**config.mk**
```make
export PLATFORM = sky130hd
export DESIGN_NAME = frecpx_unit
export DESIGN_NICKNAME = d
export VERILOG_FILES = /design/src/rtl/frecpx_pkg.sv /design/src/rtl/frecpx_lane.sv /design/src/rtl/frecpx_unit.sv
export SDC_FILE = /design/constraint.sdc
export NUM_CORES = 1
export LEC_CHECK = 0
export BUFFER_PORTS_ARGS = -buffer_cell sky130_fd_sc_hd__buf_2
export CAP_MARGIN = 30
export CELL_PAD_IN_SITES_DETAIL_PLACEMENT = 0
export CELL_PAD_IN_SITES_GLOBAL_PLACEMENT = 1
export CORE_MARGIN = 2
export CORE_UTILIZATION = 30
export DETAILED_ROUTE_END_ITERATION = 8
export HOLD_SLACK_MARGIN = 0.02
export PLACE_DENSITY = 0.76
export SLEW_MARGIN = 15
export SYNTH_ARGS = -nofsm -noshare
export SYNTH_HDL_FRONTEND = slang
export SYNTH_SLANG_ARGS = --single-unit
export TNS_END_PERCENT = 10
```
**constraint.sdc**
```tcl
create_clock -name clk_i -period 1.1 [get_ports clk_i]
set_input_delay 0.165 -clock clk_i [delete_from_list [all_inputs] [get_ports clk_i]]
set_output_delay 0.165 -clock clk_i [all_outputs]
set_load 0.02 [all_outputs]
```
**src/rtl/frecpx_pkg.sv**
```systemverilog
package frecpx_pkg;
  localparam int DATA_W    = 64;
  localparam int SP_EXP_W  = 8;
  localparam int SP_FRAC_W = 23;
  localparam int DP_EXP_W  = 11;
  localparam int DP_FRAC_W = 52;
  localparam int SP_W      = 1 + SP_EXP_W + SP_FRAC_W;
  localparam int NUM_FMT   = 2;

  typedef struct packed {
    logic [DATA_W-1:0] val;
    logic              invalid;
  } lane_res_t;
endpackage

```
**src/rtl/frecpx_lane.sv**
```systemverilog
module frecpx_lane
  import frecpx_pkg::*;
#(
  parameter int EXP_W  = 8,
  parameter int FRAC_W = 23,
  localparam int W     = 1 + EXP_W + FRAC_W
) (
  input  logic [W-1:0] op_i,
  input  logic         dnan_i,
  output lane_res_t    res_o
);
  localparam logic [FRAC_W-1:0] QBIT    = {1'b1, {(FRAC_W-1){1'b0}}};
  localparam logic [EXP_W-1:0]  MAX_FIN = {{(EXP_W-1){1'b1}}, 1'b0};

  logic              sgn;
  logic [EXP_W-1:0]  expn;
  logic [FRAC_W-1:0] frac;
  logic              is_nan, is_snan;
  logic [W-1:0]      r;

  assign {sgn, expn, frac} = op_i;
  assign is_nan  = (&expn) & (|frac);
  assign is_snan = is_nan & ~frac[FRAC_W-1];

  always_comb begin
    if (is_nan) begin
      r = dnan_i ? {1'b0, {EXP_W{1'b1}}, QBIT} : {sgn, expn, frac | QBIT};
    end else begin
      r = {sgn, (expn == '0) ? MAX_FIN : ~expn, {FRAC_W{1'b0}}};
    end
    res_o.val        = '0;
    res_o.val[W-1:0] = r;
    res_o.invalid    = is_snan;
  end
endmodule

```
**src/rtl/frecpx_unit.sv**
```systemverilog
module frecpx_unit
  import frecpx_pkg::*;
(
  input  logic              clk_i,
  input  logic              rst_ni,
  input  logic              valid_i,
  input  logic [DATA_W-1:0] op_i,
  input  logic              dbl_i,
  input  logic              dnan_i,
  output logic              valid_o,
  output logic [DATA_W-1:0] res_o,
  output logic              invalid_o
);
  lane_res_t lane_res [NUM_FMT];
  lane_res_t sel;

  for (genvar g = 0; g < NUM_FMT; g++) begin : g_lane
    localparam int EW = (g == 0) ? SP_EXP_W : DP_EXP_W;
    localparam int FW = (g == 0) ? SP_FRAC_W : DP_FRAC_W;
    localparam int LW = 1 + EW + FW;
    frecpx_lane #(.EXP_W(EW), .FRAC_W(FW)) u_lane (
      .op_i  (op_i[LW-1:0]),
      .dnan_i(dnan_i),
      .res_o (lane_res[g])
    );
  end

  assign sel = lane_res[dbl_i];

  always_ff @(posedge clk_i or negedge rst_ni) begin
    if (!rst_ni) begin
      valid_o   <= 1'b0;
      res_o     <= '0;
      invalid_o <= 1'b0;
    end else begin
      valid_o <= valid_i;
      if (valid_i) begin
        res_o     <= sel.val;
        invalid_o <= sel.invalid;
      end else begin
        invalid_o <= 1'b0;
      end
    end
  end

  // operand classification seen from the ports, for the checks below
  logic op_nan, op_snan;
  always_comb begin
    if (dbl_i) begin
      op_nan  = (&op_i[62:52]) & (|op_i[51:0]);
      op_snan = op_nan & ~op_i[51];
    end else begin
      op_nan  = (&op_i[30:23]) & (|op_i[22:0]);
      op_snan = op_nan & ~op_i[22];
    end
  end

  p_latency_r1: assert property (@(posedge clk_i) disable iff (!rst_ni)
    valid_o |-> $past(valid_i));

  p_dp_sign_frac_r2: assert property (@(posedge clk_i) disable iff (!rst_ni)
    (valid_o && $past(dbl_i) && !$past(op_nan)) |->
      (res_o[51:0] == '0 && res_o[63] == $past(op_i[63])));

  p_sp_sign_frac_r2: assert property (@(posedge clk_i) disable iff (!rst_ni)
    (valid_o && !$past(dbl_i) && !$past(op_nan)) |->
      (res_o[22:0] == '0 && res_o[31] == $past(op_i[31])));

  p_dp_zero_exp_r3: assert property (@(posedge clk_i) disable iff (!rst_ni)
    (valid_o && $past(dbl_i) && $past(op_i[62:52]) == '0) |->
      (res_o[62:52] == 11'h7FE));

  p_invalid_snan_r5: assert property (@(posedge clk_i) disable iff (!rst_ni)
    valid_o |-> (invalid_o == $past(op_snan)));

  p_dp_default_nan_r7: assert property (@(posedge clk_i) disable iff (!rst_ni)
    (valid_o && $past(dbl_i) && $past(dnan_i) && $past(op_nan)) |->
      (res_o == 64'h7FF8000000000000));

  p_sp_upper_zero_r8: assert property (@(posedge clk_i) disable iff (!rst_ni)
    (valid_o && !$past(dbl_i)) |-> (res_o[63:32] == '0));

  p_idle_flag_r9: assert property (@(posedge clk_i) disable iff (!rst_ni)
    !valid_o |-> !invalid_o);
endmodule

```
==> impl_metrics.ini, run 1 <==
[run_status]
run_status = complete, but fails checks
violations = setup timing

[clock_tree]
cts_made_buffers = 9
clk_latency_ns = 0.33
tritoncts = built
cts_setup_buffers = 0
clockBufferDepth = 2
root_buffer = clkbuf_8
clock-sinks = 66
clkTransAtPathRegs_ns = 0.07
h-tree-depth = 3

[timing]
hold_viol = 0
skew_ns = 0
period_needed_ns = 1.46
fin_crit_sh = 1.32
relSlewSlack = 0.764
rsz0062_at_grt = yes
slew_violations = 0
fmax_mhz = 687
worstMarginPinSlew_ns = 0.355
fin_ws_ns = -0.357
finalSetupViolCount = 61

[layout]
fin_nets = 485
drive_gt1_frac = 0.572
area_growth_pct = 63.0
final_cells = 529
diodes = 0

[yosys]
async_flop_share = 1.00
synth_area_um2 = 2700
syn-num-nets = 285
yosys.area.top_type = dfrtp_1
synth_common_cells = dfrtp_1 (66), a22o_1 (41), nor4_1 (13)
seq_area_frac_synth = 0.612
synth_top_area_share = 0.612
synth_edf_count = 0
synth_area_per_cell_um2 = 12.5
ys_types = 33
ys.flop_type = dfrtp_1
synthTopCellsByArea = dfrtp_1 (61%), a22o_1 (13%), a221o_2 (3.8%)
yosys_warnings = 0
postSynthCellCount = 216
ys_ff_latch = 66
synth_most_common_cell = dfrtp_1

[global_routing]
met3_usage = 0.0589
first_global_vias = 2769
track_usage = 0.171
busiest_layer = met2
use_met1 = 0.223
grt_overflow = 0
grt_max_degree = 67
antenna_found_initial = 0
use_met2 = 0.271
grt_pass1_wl_mm = 13.4

[die]
start_util = 0.310
die_y_um = 98.9
die-width_um = 98.9
io_pins = 135
core_area_um2 = 8720
row_count = 34
die_area_um2 = 9780

[power_and_ir_drop]
power_density_nw_per_um2 = 1300
total_leakage_power_nw = 2.32
peakVddDrop_mv = 0.675

[place]
place_ws_ns = -0.900
dp_hpwl_mm = 6.11
port_buffers = 134
gp_congestion = 0.793
dp_cells = 511

[worst_setup_path]
worstSetupEndpointType = flop
reg2reg_from = res_o[31]
arrival_ns = 1.67
r2r_setup_slack_ns = 0.18
cp-start-kind = input port
cp_max_fo = 9
rr_worst_depth = 2
r2r_end = res_o[31]
path_class = input port to flop
cp.required_ns = 1.32

[worst_hold_path]
hold_depth = 2
hp-class = input port to flop
hold_end = res_o[20]
hold_start = op_i[20]

[routing]
vias_per_cell = 5.05
vias = 2672
drt_iter0_drc = 62
drt-wirelength-per-cell_um = 15.6
drt_pre_antenna_iters = 4
antenna_left = 0
drt_drc_violations_left = 0
wirelength_mm = 8.24

[job]
drv_cap = 0
-- power breakdown --
part           internal, mW  switching [mW]  total (mW)
logic                 0.370           0.408       0.778
registers              2.50          0.0386        2.53
clock network          1.50           0.925        2.42
total                  4.36            1.37        5.73
-- critical path, stage by stage --
cell and delay (ns):
buf_2 0.11, nor4_1 0.29, nand2_1 0.21, buf_4 0.20, o21ai_4 0.16, buf_6 0.16, a21oi_1 0.07, a221o_2 0.30
-- sequential cells by signal, indices dropped and copies added, names as in the netlist --
| signal | count |
|---|---|
| res_o | 64 |
| invalid_o | 1 |
| valid_o | 1 |
-- layer usage --
layer | routed length (um) | vias to the layer above | share of wire
met2 | 3870 | 109 | 0.47
met4 | 107 | 0 | 0.013
met1 | 3580 | 1286 | 0.43
met5 | 0 | - | 0
li1 | - | 1265 | -
met3 | 686 | 12 | 0.083
-- area by class of cell --
type	count	area, um2
sequential	66	1650
multi-input combinational	134	1070
clock inverter	6	105
tap	108	135
inverter	2	7.51
timing repair buffer	203	1300
clock buffer	10	128
fill	781	4320
-- stage by stage --
stage | util | instance area, um2 | hold slack (ns) | TNS, ns | power [mW]
final | 0.505 | 4400 | 0.0515 | -12.56 | 5.73
after global routing | 0.505 | 4400 | 0.0285 | -19.25 | 5.99
after CTS | 0.502 | 4380 | 0.0349 | -12.96 | 5.81
after detailed placement | 0.458 | 3990 | 0.210 | -45.01 | 3.32
after global placement | 0.458 | 3990 | 0.208 | -45.51 | 3.31
after floorplan | - | 2720 | -0.131 | -24.40 | 2.82
-- placed cells by master (no fill, tap or decap), types with 2 or more instances in the layout --
cell type and instances:
clkinv_2 3, a31oi_1 11, buf_12 3, nand2_1 4, nor4_4 5, a21oi_1 9, a221o_2 9, nor3_1 3
nor4_1 9, nand4_1 7, clkbuf_8 9, dfrtp_1 66, buf_4 63, bufinv_16 3, buf_6 11, buf_2 124
a22o_1 41, o21ai_0 11, or2_4 2, nor2_1 7
-- cells by family after synthesis --
logic type	Yosys count	synth area share
AOI/OAI and AO/OA	89	0.259
buffers and inverters	17	0.0306
DFF	66	0.612
and+or+nand+nor	44	0.0992
-- worst max path at each step --
stage / start / to / slack [ns] / cells after the start
2_1_floorplan: op_i[27] / res_o[22] / -0.46 / 6
6_report: op_i[4] / res_o[27] / -0.36 / 8
3_5_place_dp: op_i[36] / res_o[63] / -0.90 / 8
4_1_cts: op_i[22] / res_o[31] / -0.33 / 6
5_1_grt: op_i[18] / res_o[27] / -0.45 / 8
3_3_place_gp: op_i[36] / res_o[63] / -0.90 / 8
-- what timing repair did --
action / CTS / global route
hold buffers: 1 / 0
setup endpoints to repair: 65 / 69
gates cloned: 1 / 0
hold endpoints to repair: 66 / 0
pin swaps: 22 / 11
resized for setup: 26 / 4
Note: power is estimated with default switching activity, not from simulation.
==> run 2, diff against run 1 <==
==> constraint.sdc (replaced) <==
create_clock -name clk_i -period 1.1 [get_ports clk_i]
set_input_delay 0.22 -clock clk_i [delete_from_list [all_inputs] [get_ports clk_i]]
set_output_delay 0.22 -clock clk_i [all_outputs]
set_load 0.02 [all_outputs]
==> run 2 against run 1 <==
  * The run still ends with setup timing left
  * Clock power shrank 14%
  * First-iteration DRC count down 4.8%
  * Sequential share of layout area fell by 0.95 points
  * Cell area increased by 2.6%
  * Routed wire length increased by 4.1%
  * Cell count fell by 0.19%
  * Utilization up 1.3 points
  * Maximum frequency hardly changed
  * Flip-flop and latch count unchanged
  * Highest routed layer unchanged
  * Largest power group unchanged
  * Die area unchanged
  * Worst hold slack improved by 0.049 ns
==> impl_metrics.ini, run 2 (same netlist as run 1, synthesis figures left out) <==
[run_status]
run_status = complete, but fails checks
violations = setup timing

[power_and_ir_drop]
p_clk_frac = 0.380
p_sw_mw = 1.37
switching_share = 0.251
seqPwrFrac = 0.467
p_comb_frac = 0.152
power_density_nw_per_um2 = 1200
peakVddDrop_mv = 0.541
p_int_mw = 4.07
power_mw = 5.44
total_leakage_power_nw = 2.33

[clock_tree]
clockBufferDepth = 2
root_buffer = clkbuf_8
clk_latency_ns = 0.33
h-tree-depth = 3
tritoncts = built
cts_made_buffers = 9
clock-sinks = 66
clkTransAtPathRegs_ns = 0.07

[place]
dpl_cell_area_um2 = 3980
port_buffers = 134
dp_hpwl_mm = 6.19
gp_congestion = 0.776
place_ws_ns = -0.927

[worst_setup_path]
cp-start-kind = input port
rr_worst_depth = 2
cp_max_fo = 4
arrival_ns = 1.68
cp.required_ns = 1.32
critPathSlowestCell = a221o_2
path_class = input port to flop
worstSetupEndpointType = flop
cp_cell_sequence = buf_2 -> nor4_4 -> nand4_1 -> nor4_4 -> nor2b_2 -> a221o_2
critPathMostFrequentCell = nor4_4
slowest_delay_ns = 0.37

[global_routing]
grt_overflow = 0
grt_pass1_wl_mm = 14.0
track_usage = 0.179
antenna_found_initial = 0
grt_max_degree = 67
first_global_vias = 2719

[die]
io_pins = 135
core_area_um2 = 8720
row_count = 34
die-width_um = 98.9
die_area_um2 = 9780
die_y_um = 98.9
start_util = 0.310

[timing]
worstMarginPinSlew_ns = 0.354
fmax_mhz = 687
skew_ns = 0
slew_violations = 0
holdWs_ns = 0.100
setup_tns_ns = -15.44
fin_crit_sh = 1.32
relSlewSlack = 0.764
hold_viol = 0
rsz0062_at_grt = yes
fin_ws_ns = -0.356
period_needed_ns = 1.46
finalSetupViolCount = 84

[layout]
top_register = res_o
fin_area_um2 = 4510
final_common_cell = buf_2
most-common-layout-cells = buf_2 (110), dfrtp_1 (66), buf_4 (58), a22o_1 (41), buf_6 (30)
area_growth_pct = 67.2
diodes = 0
drive_gt1_frac = 0.581
fill_cells = 792
fin_nets = 484
largestRegisters = res_o (64), invalid_o (1), valid_o (1)
largest_reg_flops = 64

[routing]
drt-wirelength-per-cell_um = 16.3
vias_per_cell = 5.07
drt_iter0_drc = 59
drt_pre_antenna_iters = 4
wirelength_mm = 8.58
drt_drc_violations_left = 0
antenna_left = 0
vias = 2675

[worst_hold_path]
hold_depth = 2
hp-class = input port to flop

[job]
drv_cap = 0
run 2: cell count changes in the layout (fill, tap and decap cells not counted), sizes merged:
cell	before	now
buf	202	201
clkbuf	10	14
bufinv	3	1
clkinv	3	1
run 2: per-layer routing:
layer | track usage | up-vias | wire [um]
met5 | 0 | - | 0
li1 | - | 1260 | -
met3 | 0.0468 | 10 | 642
met2 | 0.283 | 104 | 3990
met1 | 0.241 | 1301 | 3830
met4 | 0.0569 | 0 | 122
run 2: worst max-delay path, delay by kind of cell:
family / cells / cell delay, ns
AND/OR/NAND/NOR: 4 / 0.98
buffers and inverters: 1 / 0.12
AO/OA/AOI/OAI: 1 / 0.37
run 2: path summary, 6_finish.rpt:
check	from	end	slack, ns
setup reg to reg	res_o[31]	res_o[31]	0.12
min in group asynchronous	rst_ni	res_o[51]	0.43
hold reg to reg	res_o[51]	res_o[51]	0.50
max in group asynchronous	rst_ni	res_o[11]	0.38
hold / removal	op_i[18]	res_o[18]	0.10
setup / recovery	op_i[28]	res_o[31]	-0.36
run 2: final cells by class:
class / instances / area, um2 / area share
clock buffer: 14 / 163 / 0.0360
inverter: 2 / 7.51 / 0.00166
timing repair buffer: 202 / 1390 / 0.309
multi-input combinational: 134 / 1130 / 0.250
tap: 108 / 135 / 0.0299
clock inverter: 2 / 35.0 / 0.00776
sequential: 66 / 1650 / 0.366
run 2: metrics by stage:
| stage | instances | util |
|---|---|---|
| floorplan | 216 | - |
| global placement | 509 | 0.456 |
| CTS | 528 | 0.505 |
| global route | 528 | 0.518 |
| detailed placement | 509 | 0.456 |
| finish | 528 | 0.518 |
run 2: power groups by stage:
stage / sequential [mW] / clock [mW] / combinational, mW
6_report: 2.54 / 2.07 / 0.828
5_1_grt: 2.55 / 2.24 / 0.897
4_1_cts: 2.54 / 2.12 / 0.796
3_5_place_dp: 2.58 / 0 / 0.738
3_3_place_gp: 2.58 / 0 / 0.726
2_1_floorplan: 2.67 / 0 / 0.149
run 2: timing repair:
action,4_1_cts,5_1_grt
resized for setup,41,26
gates cloned,1,0
setup buffers,1,0
hold endpoints to repair,66,0
setup endpoints to repair,130,131
pin swaps,28,22
hold buffers,1,0
==> run 3, diff against run 2 <==
- BUFFER_PORTS_ARGS: -buffer_cell sky130_fd_sc_hd__buf_2 -> default
- DONT_BUFFER_PORTS: default -> 1
- PLACE_DENSITY: 0.76 -> 0.59
==> run 3 against run 2 <==
  * The run ends with hold timing, setup timing left
  * Setup slack improved by 0.055 ns
  * Critical path type unchanged
  * Non-clock buffer count shrank 105
  * Worst hold slack lost 0.52 ns
==> impl_metrics.ini, run 3 (same netlist as run 1, synthesis figures left out) <==
[clock_tree]
cts_made_buffers = 9
root_buffer = clkbuf_8
clkTransAtPathRegs_ns = 0.07
tritoncts = built
clockBufferDepth = 2
h-tree-depth = 3
clk_latency_ns = 0.32
clock-sinks = 66
hold_buffers = 62

[timing]
fmax_mhz = 714
relSlewSlack = 0.666
worstMarginPinSlew_ns = 0.499
skew_ns = 0
hold_viol = 66
holdWs_ns = -0.421
fin_ws_ns = -0.301
slew_violations = 0
period_needed_ns = 1.40
rsz0062_at_grt = yes
finalSetupViolCount = 65
fin_crit_sh = 1.27
setup_tns_ns = -10.30

[worst_setup_path]
path_buf_inv = 2
cp_cell_sequence = nor4_2 -> nand4_1 -> buf_4 -> o21ai_4 -> buf_6 -> a21oi_1 -> a221o_2
r2r_setup_slack_ns = 0.18
r2r_end = res_o[31]
cp-start-kind = input port
arrival_ns = 1.61
slowest_delay_ns = 0.31
rr_worst_depth = 2
critPathLaunch = op_i[10]
reg2reg_from = res_o[31]
cp.required_ns = 1.31
cp_max_fo = 8
worstSetupEndpointType = flop
path_class = input port to flop
critPathSlowestCell = a221o_2
path_delay_family = compound AO/OA/AOI/OAI gates

[routing]
drt-wirelength-per-cell_um = 19.1
vias = 2299
vias_per_cell = 5.45
drt_drc_violations_left = 0
wirelength_mm = 8.04
drt_iter0_drc = 76
antenna_left = 0
drt_pre_antenna_iters = 4

[power_and_ir_drop]
peakVddDrop_mv = 0.555
total_leakage_power_nw = 1.77
power_density_nw_per_um2 = 1270

[layout]
fin_area_um2 = 4010
area_growth_pct = 48.6
most-common-layout-cells = dfrtp_1 (66), dlygate4sd3_1 (62), a22o_1 (41), buf_6 (18), buf_4 (16)
top_register = res_o
final_util = 0.460
fin_nets = 379
drive_gt1_frac = 0.232
fill_cells = 788
largestRegisters = res_o (64), invalid_o (1), valid_o (1)
diodes = 0
largest_reg_flops = 64
final_common_cell = dfrtp_1

[die]
core_area_um2 = 8720
start_util = 0.310
die-width_um = 98.9
row_count = 34
die_y_um = 98.9
die_area_um2 = 9780
io_pins = 135

[place]
port_buffers = 0
gp_congestion = 0.731
dpl_cell_area_um2 = 3040
place_ws_ns = -0.914
dp_hpwl_mm = 5.07

[worst_hold_path]
hp-class = input port to asynchronous set/reset pin

[global_routing]
grt_pass1_wl_mm = 12.8
antenna_found_initial = 0
grt_max_degree = 67
track_usage = 0.169
first_global_vias = 2504
grt_overflow = 0

[run_status]
violations = hold timing, setup timing
run_status = complete, but fails checks

[job]
drv_cap = 0
run 3: worst register-to-register path, delay by kind of cell (launching register included):
family,cells,cell delay [ns]
flip-flops,1,0.38
AO/OA/AOI/OAI,1,0.30
AND/OR/NAND/NOR,1,0.13
run 3: how the worst max path moves through the flow:
stage | to | cells past startpoint | slack (ns)
3_5_place_dp | res_o[63] | 6 | -0.91
6_report | res_o[30] | 7 | -0.30
3_3_place_gp | res_o[63] | 6 | -0.89
5_1_grt | res_o[31] | 5 | -0.35
2_1_floorplan | res_o[22] | 6 | -0.51
4_1_cts | res_o[31] | 5 | -0.28
run 3: repair_timing:
item / 4_1_cts / 5_1_grt
pin swaps: 22 / 17
resized for setup: 27 / 4
endpoints found under the hold margin: 129 / 66
cloned: 1 / 0
endpoints found under the setup margin: 81 / 81
buffers inserted: 1 / 0
run 3: metrics by stage:
step | hold slack [ns] | std cells | power (mW)
2_1_floorplan | -0.0756 | 216 | 2.82
3_3_place_gp | -0.0742 | 343 | 2.93
3_5_place_dp | -0.0743 | 343 | 2.94
4_1_cts | -0.445 | 422 | 5.16
5_1_grt | -0.456 | 422 | 5.31
6_report | -0.421 | 422 | 5.08
run 3: power breakdown:
part | leakage [nW] | total (mW) | internal [mW] | switching, mW
Combinational | 0.784 | 0.545 | 0.329 | 0.216
Sequential | 0.891 | 2.58 | 2.50 | 0.0833
Clock | 0.0962 | 1.96 | 1.09 | 0.865
run 3: final cells by class:
class	count	area, um2	area share
repair buffers	97	963	0.240
flip-flops and latches	66	1650	0.412
well taps	108	135	0.0337
clock inverters	3	40.0	0.00998
clock buffers	12	145	0.0362
multi-input cells	134	1070	0.266
inverters	2	7.51	0.00187
run 3: routing by layer:
layer,global-route usage,part of all wire
met3,0.0660,0.094
met2,0.271,0.48
met1,0.210,0.42
met4,0.0537,0.0055
met5,0,0
